==> src/rtl/prot_pkg.sv <==
package prot_pkg;

  typedef enum logic [1:0] {
    MODE_GEN    = 2'd0,
    MODE_REMOVE = 2'd1,
    MODE_FWD    = 2'd2
  } prot_mode_e;

  localparam int unsigned TRL_BYTES = 8;
  localparam logic [15:0] GUARD_POLY = 16'h8BB7;

  // One byte of CRC-16, MSB first, no reflection.
  function automatic logic [15:0] crc16_byte(input logic [15:0] cur,
                                             input logic [7:0] b,
                                             input logic [15:0] poly);
    logic [15:0] c;
    logic fb;
    c = cur;
    for (int i = 7; i >= 0; i--) begin
      fb = c[15] ^ b[i];
      c = {c[14:0], 1'b0} ^ (fb ? poly : 16'h0000);
    end
    return c;
  endfunction

  // Trailer byte k: guard, app tag, ref tag, MSB first.
  function automatic logic [7:0] trl_byte(input logic [63:0] tup,
                                          input logic [2:0] k);
    return tup[8*(7 - int'(k)) +: 8];
  endfunction

  // Field flag that trailer byte k belongs to.
  function automatic logic [2:0] field_of(input logic [2:0] k);
    if (k < 3'd2) return 3'b001;
    else if (k < 3'd4) return 3'b010;
    else return 3'b100;
  endfunction

endpackage

==> src/rtl/prot_crc16.sv <==
module prot_crc16
  import prot_pkg::*;
#(
  parameter logic [15:0] POLY = GUARD_POLY
) (
  input  logic        clk,
  input  logic        rst_n,
  input  logic [15:0] seed,
  input  logic        clr,
  input  logic        en,
  input  logic [7:0]  din,
  output logic [15:0] crc
);
  logic        fresh;
  logic [15:0] acc;

  assign crc = fresh ? seed : acc;

  always_ff @(posedge clk) begin
    if (!rst_n) begin
      fresh <= 1'b1;
      acc   <= '0;
    end else if (clr) begin
      fresh <= 1'b1;
    end else if (en) begin
      acc   <= crc16_byte(crc, din, POLY);
      fresh <= 1'b0;
    end
  end

  assert_clr_restart_R3: assert property (@(posedge clk) disable iff (!rst_n)
    clr |=> (crc == seed));
endmodule

==> src/rtl/prot_chk.sv <==
module prot_chk
  import prot_pkg::*;
#(
  parameter int unsigned IDX_W = 32
) (
  input  logic             clk,
  input  logic             rst_n,
  input  logic             en,
  input  logic             last,
  input  logic [2:0]       k,
  input  logic [7:0]       rx,
  input  logic [63:0]      exp_tup,
  input  logic [2:0]       mask,
  input  logic [IDX_W-1:0] idx,
  output logic             err_valid,
  output logic [2:0]       err_field,
  output logic [IDX_W-1:0] err_index
);
  logic [2:0] mis;
  logic [2:0] mis_nxt;
  logic [2:0] hit;

  assign mis_nxt = mis | ((rx != trl_byte(exp_tup, k)) ? field_of(k) : 3'b000);
  assign hit     = mis_nxt & mask;

  always_ff @(posedge clk) begin
    if (!rst_n) begin
      mis       <= '0;
      err_valid <= 1'b0;
      err_field <= '0;
      err_index <= '0;
    end else begin
      err_valid <= 1'b0;
      if (en) begin
        if (last) begin
          mis       <= '0;
          err_valid <= |hit;
          err_field <= hit;
          err_index <= idx;
        end else begin
          mis <= mis_nxt;
        end
      end
    end
  end

  assert_err_single_R7: assert property (@(posedge clk) disable iff (!rst_n)
    err_valid |=> !err_valid);
  assert_err_has_field_R7: assert property (@(posedge clk) disable iff (!rst_n)
    err_valid |-> (err_field != 3'b000));
  assert_err_masked_R8: assert property (@(posedge clk) disable iff (!rst_n)
    err_valid |-> ((err_field & ~mask) == 3'b000));
endmodule

==> src/rtl/prot_engine.sv <==
module prot_engine
  import prot_pkg::*;
#(
  parameter int unsigned BLK_BYTES = 512
) (
  input  logic        clk,
  input  logic        rst_n,
  input  logic [1:0]  cfg_mode,
  input  logic [15:0] cfg_guard_seed,
  input  logic [15:0] cfg_app_tag,
  input  logic [31:0] cfg_ref_seed,
  input  logic [2:0]  cfg_chk_mask,
  input  logic        in_valid,
  input  logic [7:0]  in_data,
  output logic        in_ready,
  output logic        out_valid,
  output logic [7:0]  out_data,
  input  logic        out_ready,
  output logic        err_valid,
  output logic [2:0]  err_field,
  output logic [31:0] err_index
);
  localparam int unsigned SPAN  = BLK_BYTES + TRL_BYTES;
  localparam int unsigned POS_W = $clog2(SPAN);
  localparam logic [POS_W-1:0] POS_LAST = POS_W'(SPAN - 1);
  localparam logic [POS_W-1:0] POS_TRL  = POS_W'(BLK_BYTES);

  logic [POS_W-1:0] pos;
  logic [POS_W-1:0] trl_off;
  logic [31:0]      idx;
  logic [15:0]      guard;
  logic [63:0]      tup;
  logic [2:0]       k;
  logic             in_trl, is_gen, is_rem;
  logic             in_fire, out_fire;
  logic             step, step_data, step_chk, wrap;

  assign is_gen  = (cfg_mode == MODE_GEN);
  assign is_rem  = (cfg_mode == MODE_REMOVE);
  assign in_trl  = (pos >= POS_TRL);
  assign trl_off = pos - POS_TRL;
  assign k       = trl_off[2:0];
  assign tup     = {guard, cfg_app_tag, cfg_ref_seed + idx};

  always_comb begin
    if (in_trl && is_gen) begin
      in_ready  = 1'b0;
      out_valid = 1'b1;
      out_data  = trl_byte(tup, k);
    end else if (in_trl && is_rem) begin
      in_ready  = 1'b1;
      out_valid = 1'b0;
      out_data  = in_data;
    end else begin
      in_ready  = out_ready;
      out_valid = in_valid;
      out_data  = in_data;
    end
  end

  assign in_fire   = in_valid && in_ready;
  assign out_fire  = out_valid && out_ready;
  assign step      = (in_trl && is_gen) ? out_fire : in_fire;
  assign step_data = step && !in_trl;
  assign step_chk  = step && in_trl && !is_gen;
  assign wrap      = step && (pos == POS_LAST);

  always_ff @(posedge clk) begin
    if (!rst_n) begin
      pos <= '0;
      idx <= '0;
    end else if (step) begin
      if (wrap) begin
        pos <= '0;
        idx <= idx + 32'd1;
      end else begin
        pos <= pos + 1'b1;
      end
    end
  end

  prot_crc16 #(.POLY(GUARD_POLY)) u_crc (
    .clk   (clk),
    .rst_n (rst_n),
    .seed  (cfg_guard_seed),
    .clr   (wrap),
    .en    (step_data),
    .din   (in_data),
    .crc   (guard)
  );

  prot_chk #(.IDX_W(32)) u_chk (
    .clk       (clk),
    .rst_n     (rst_n),
    .en        (step_chk),
    .last      (wrap),
    .k         (k),
    .rx        (in_data),
    .exp_tup   (tup),
    .mask      (cfg_chk_mask),
    .idx       (idx),
    .err_valid (err_valid),
    .err_field (err_field),
    .err_index (err_index)
  );

  assert_pos_range_R2: assert property (@(posedge clk) disable iff (!rst_n)
    pos <= POS_LAST);
  assert_gen_hold_R9: assert property (@(posedge clk) disable iff (!rst_n)
    (is_gen && in_trl && out_valid && !out_ready) |=> (out_valid && $stable(out_data)));
  assert_remove_silent_R5: assert property (@(posedge clk) disable iff (!rst_n)
    (is_rem && in_trl) |-> !out_valid);
  assert_idx_step_R4: assert property (@(posedge clk) disable iff (!rst_n)
    wrap |=> (idx == $past(idx) + 32'd1));
  assert_gen_no_take_R2: assert property (@(posedge clk) disable iff (!rst_n)
    (is_gen && in_trl) |-> !in_fire);
endmodule

==> config.mk <==
export PLATFORM = sky130hd
export DESIGN_NAME = prot_engine
export DESIGN_NICKNAME = d
export VERILOG_FILES = /design/src/rtl/prot_pkg.sv /design/src/rtl/prot_crc16.sv /design/src/rtl/prot_chk.sv /design/src/rtl/prot_engine.sv
export SDC_FILE = /design/constraint.sdc
export NUM_CORES = 1
export LEC_CHECK = 0
export ABC_CLOCK_PERIOD_IN_PS = 6500
export BUFFER_PORTS_ARGS = -buffer_cell sky130_fd_sc_hd__buf_4
export CAP_MARGIN = 40
export CORE_ASPECT_RATIO = 0.75
export CORE_UTILIZATION = 58
export CTS_CLUSTER_DIAMETER = 50
export DETAILED_ROUTE_END_ITERATION = 10
export PLACE_DENSITY = 0.85
export SKIP_CTS_REPAIR_TIMING = 1
export SLEW_MARGIN = 20
export SYNTH_ARGS = -nofsm -noshare
export SYNTH_HDL_FRONTEND = slang
export SYNTH_HIERARCHICAL = 1
export SYNTH_SLANG_ARGS = --single-unit
==> constraint.sdc <==
create_clock -name clk -period 6.5 [get_ports clk]
set_clock_uncertainty 0.1 [all_clocks]
set_input_delay 1.3 -clock clk [delete_from_list [all_inputs] [get_ports clk]]
set_output_delay 1.3 -clock clk [all_outputs]
set_load 0.1 [all_outputs]
==> summary.txt <==
Synth
  – Net count after synthesis: 954
  – Simple-gate area share of the yosys netlist: 18.1%
  – Top cells by area, synth: dfxtp_1 26%, xnor2_1 7.5%, mux4_2 5.9%
  – Cell Area, Synth: 7590 µm²
  – Main combinational cell family by area after synthesis: compound AO/OA/AOI/OAI gates
  – Mux share of post-synthesis cell area: 12.2%
  – Leading area contributor after synthesis: dfxtp_1
  – Synth Flop Type: dfxtp_1
  – FF+latch count, synth: 98
  – Post-synthesis xor/xnor area fraction: 15.9%
  – Post-synthesis async set-or-reset flop share: 0%
  – Top cell type's share of synthesized area: 25.9%
  – Post-synth EDFFs: 0
  – Post-Synth Adder-Cell Area: 5.71%
  – Compound-Gate Fraction of Synth Area: 19.1%
  – Cells after Synth: 839
  – Sequential-to-total area share from yosys stat: 25.9%
  – Synth unique cells: 79
  – Syn Area/Cell: 9.04 µm²
  – Ys Warns: 6

Detailed routing
  – Antenna-violating nets left: 0
  – Via density: 6.18
  – Wirelength, routed: 20.0 mm
  – Average wire per standard cell: 18.0 µm
  – Detailed Route Iter0 Violations: 563
  – First-pass DRT Iterations: 6
  – Vias: 6876
  – Drc violations: 0

Timing
  – Slew margin rel.: 44.7%
  – Fmax: 173 MHz
  – Worst Tran Pin Value: 829 ps
  – Fin Setup TNS: 0 ps
  – Final setup vio count: 0
  – Final hold vios: 0
  – Final max-slew violation count: 0
  – RSZ-0062 raised after global routing: no
  – Crit path time final: 5790 ps
  – Period Utilization, post-route: 89.1%

Hold path
  – Min-delay src: u_crc/acc[8]$_SDFFE_PN0P_
  – Worst hold endpoint: u_crc/acc[8]$_SDFFE_PN0P_
  – Hold Crit Depth: 2
  – Worst hold path type: reg -> reg

Worst setup path
  – Setup crit end kind: primary output
  – Max incr delay on CP: 400 ps
  – Critical path data required time: 5100 ps
  – Critical-path top delay cell: fa_1
  – Worst path top cell family by delay: compound AO/OA/AOI/OAI gates
  – Highest fanout seen on the critical path: 4
  – Setup CP Type: in -> out
  – Reg-to-Reg Start: idx[8]$_SDFFE_PN0P_
  – WP buf/inv: 2
  – R2R cell count: 17
  – Critical path cell sequence: buf_4 -> ha_1 -> fa_1 -> a21o_1 -> a221oi_2 -> o221ai_2 -> a31oi_4 -> o21ai_2 -> a31oi_1 -> xnor2_1 -> a222oi_1 -> a31oi_1 -> buf_4
  – Crit path arrival time: 4390 ps
  – R2R Path End: u_chk/err_valid$_SDFF_PN0_
  – Worst R2R Setup Slack: 1450 ps
  – Critical Path Source Type: primary input

Clocking
  – Clock transition at path regs: 70 ps
  – Worst skew pair latency: 360 ps
  – CTS tree: built
  – H-Tree Depth: 3
  – Maximum root-to-sink buffer count: 2
  – Clk root buf: clkbuf_16
  – Clock sink count: 98
  – Num CTS Buffers: 9

Global routing
  – First-pass GRT wire length: 32.5 mm
  – Initial antenna violation count: 0
  – Pin count of the biggest net entering global routing: 43
  – GRT overflow: 0
  – Overall routing resource usage: 30.4%
  – Number of global-route vias before repair: 6480

Place
  – Post-DP HPWL: 15.3 mm
  – Final Wtd Congestion: 0.997
  – Port bufs: 126
  – Placed cell count: 1097

Pwr
  – Worst IR Drop VDD: 0.000124 V
  – Pwr Density: 188 nW/µm²
  – Lkg Pwr: 0.00395 µW

Flow run
  – Max-cap violation count: 0

Floorplanning
  – Core area: 12500 µm²
  – Die area: 13500 µm²
  – Die Height: 101 µm
  – Die width: 134 µm
  – Initial Utilization: 60.6%
  – Num rows: 35
  – I/O pin cnt: 127

Outcome
  – Outcome: complete, no violations

Cells and area
  – Nets: 1057
  – Util after Layout: 71.3%
  – Share of post-route cells with drive strength above 1: 22.6%
  – Layout area overhead: 17.7%
  – Final-layout fill cell count: 974
  – Non-Filler Instances: 1113
  – Diode count: 0
## worst register-to-register path: stages, from the launching register on
cell	delay, ps
dfxtp_1	450
ha_1	350
a21o_1	200
a21o_1	180
a21oi_1	270
o21ai_0	170
o21bai_1	310
nand2_1	200
a311oi_1	470
xnor2_1	140
mux4_2	470
mux2i_1	170
xor2_1	160
nand4_1	180
nor4_2	610
o21ai_0	230
o21ai_0	220
nand2b_1	70
## registers in the layout, indices dropped and copies added, names as in the netlist
name and count:
u_crc/fresh 1, u_chk/err_index 32, u_chk/mis 3, u_chk/err_valid 1, u_chk/err_field 3, u_crc/acc 16
pos 10, idx 32
## cells in the final DEF (no fill, tap or decap), drive strengths merged, types with 4 or more instances in the layout
master	n
and3	11
a31oi	5
xor2	37
a21boi	7
a21o	29
dfxtp	98
mux2	17
a22o	35
nand2	82
nand4	12
mux2i	27
clkbuf	11
a211oi	12
nor3	10
o21ai	37
xnor2	67
nor2	52
a21oi	40
inv	22
and2	33
xnor3	7
o21bai	4
o21a	4
buf	132
mux4	20
nand2b	8
nor4	7
ha	33
nand3	31
or3	8
## kinds of logic after synthesis
| family | Yosys count |
|---|---|
| buffers and inverters | 59 |
| DFF | 98 |
| xor gates and xnor gates | 113 |
| AOI/OAI and AO/OA | 203 |
| and+or+nand+nor | 268 |
| muxes | 64 |
| adders and majority gates | 34 |
## where the power goes
group          internal (µW)  switching (µW)
Clock                    287             262
Combinational            243             251
Sequential               617            17.8
Total                   1150             530
## how the worst max path moves through the flow
stage,depth (start not counted),start,to
after floorplan,11,cfg_ref_seed[0],out_data[2]
after global placement,18,cfg_ref_seed[8],u_chk/err_valid$_SDFF_PN0_
after detailed placement,18,cfg_ref_seed[8],u_chk/err_field[0]$_SDFFE_PN0P_
after CTS,13,cfg_ref_seed[0],out_data[2]
after global routing,18,cfg_ref_seed[8],u_chk/err_valid$_SDFF_PN0_
final,13,cfg_ref_seed[0],out_data[2]
## final cells by class
class | count | area (µm²) | area share, %
clock inverter | 5 | 45.0 | 0.504
tap | 166 | 208 | 2.33
timing repair buffer | 132 | 998 | 11.2
inverter | 19 | 71.3 | 0.799
sequential | 98 | 1960 | 22.0
clock buffer | 11 | 253 | 2.83
multi-input combinational | 682 | 5390 | 60.4
## routing by layer
| metal | up-vias | part of all wire [%] | track usage [%] |
|---|---|---|---|
| met5 | - | 0 | 0 |
| met4 | 0 | 1.2 | 7.00 |
| met3 | 28 | 8.6 | 6.79 |
| met2 | 331 | 44 | 47.2 |
| met1 | 3247 | 46 | 43.0 |
| li1 | 3270 | - | - |
## through the flow
step                      instance area, µm²  worst slack [ps]  hold WS (ps)  power (µW)
after floorplan                         7590              10.9           329        1010
after global placement                  8610               745           337        1120
after detailed placement                8630               665           342        1130
after CTS                               8930               730           353        1670
after global routing                    8930               474           379        1740
final                                   8930               709           353        1680
## Yosys cell counts (12+ instances only)
library cell	n
nand3_1	30
ha_1	33
a21oi_1	40
a211oi_1	12
nor2_1	50
inv_1	19
mux2i_1	27
nand2_1	82
xor2_1	33
xnor2_1	65
mux4_2	20
o21ai_0	32
dfxtp_1	98
mux2_2	13
a21o_1	29
clkbuf_1	34
a22o_1	35
and2_1	33
Note: power is estimated with default switching activity, not from simulation.
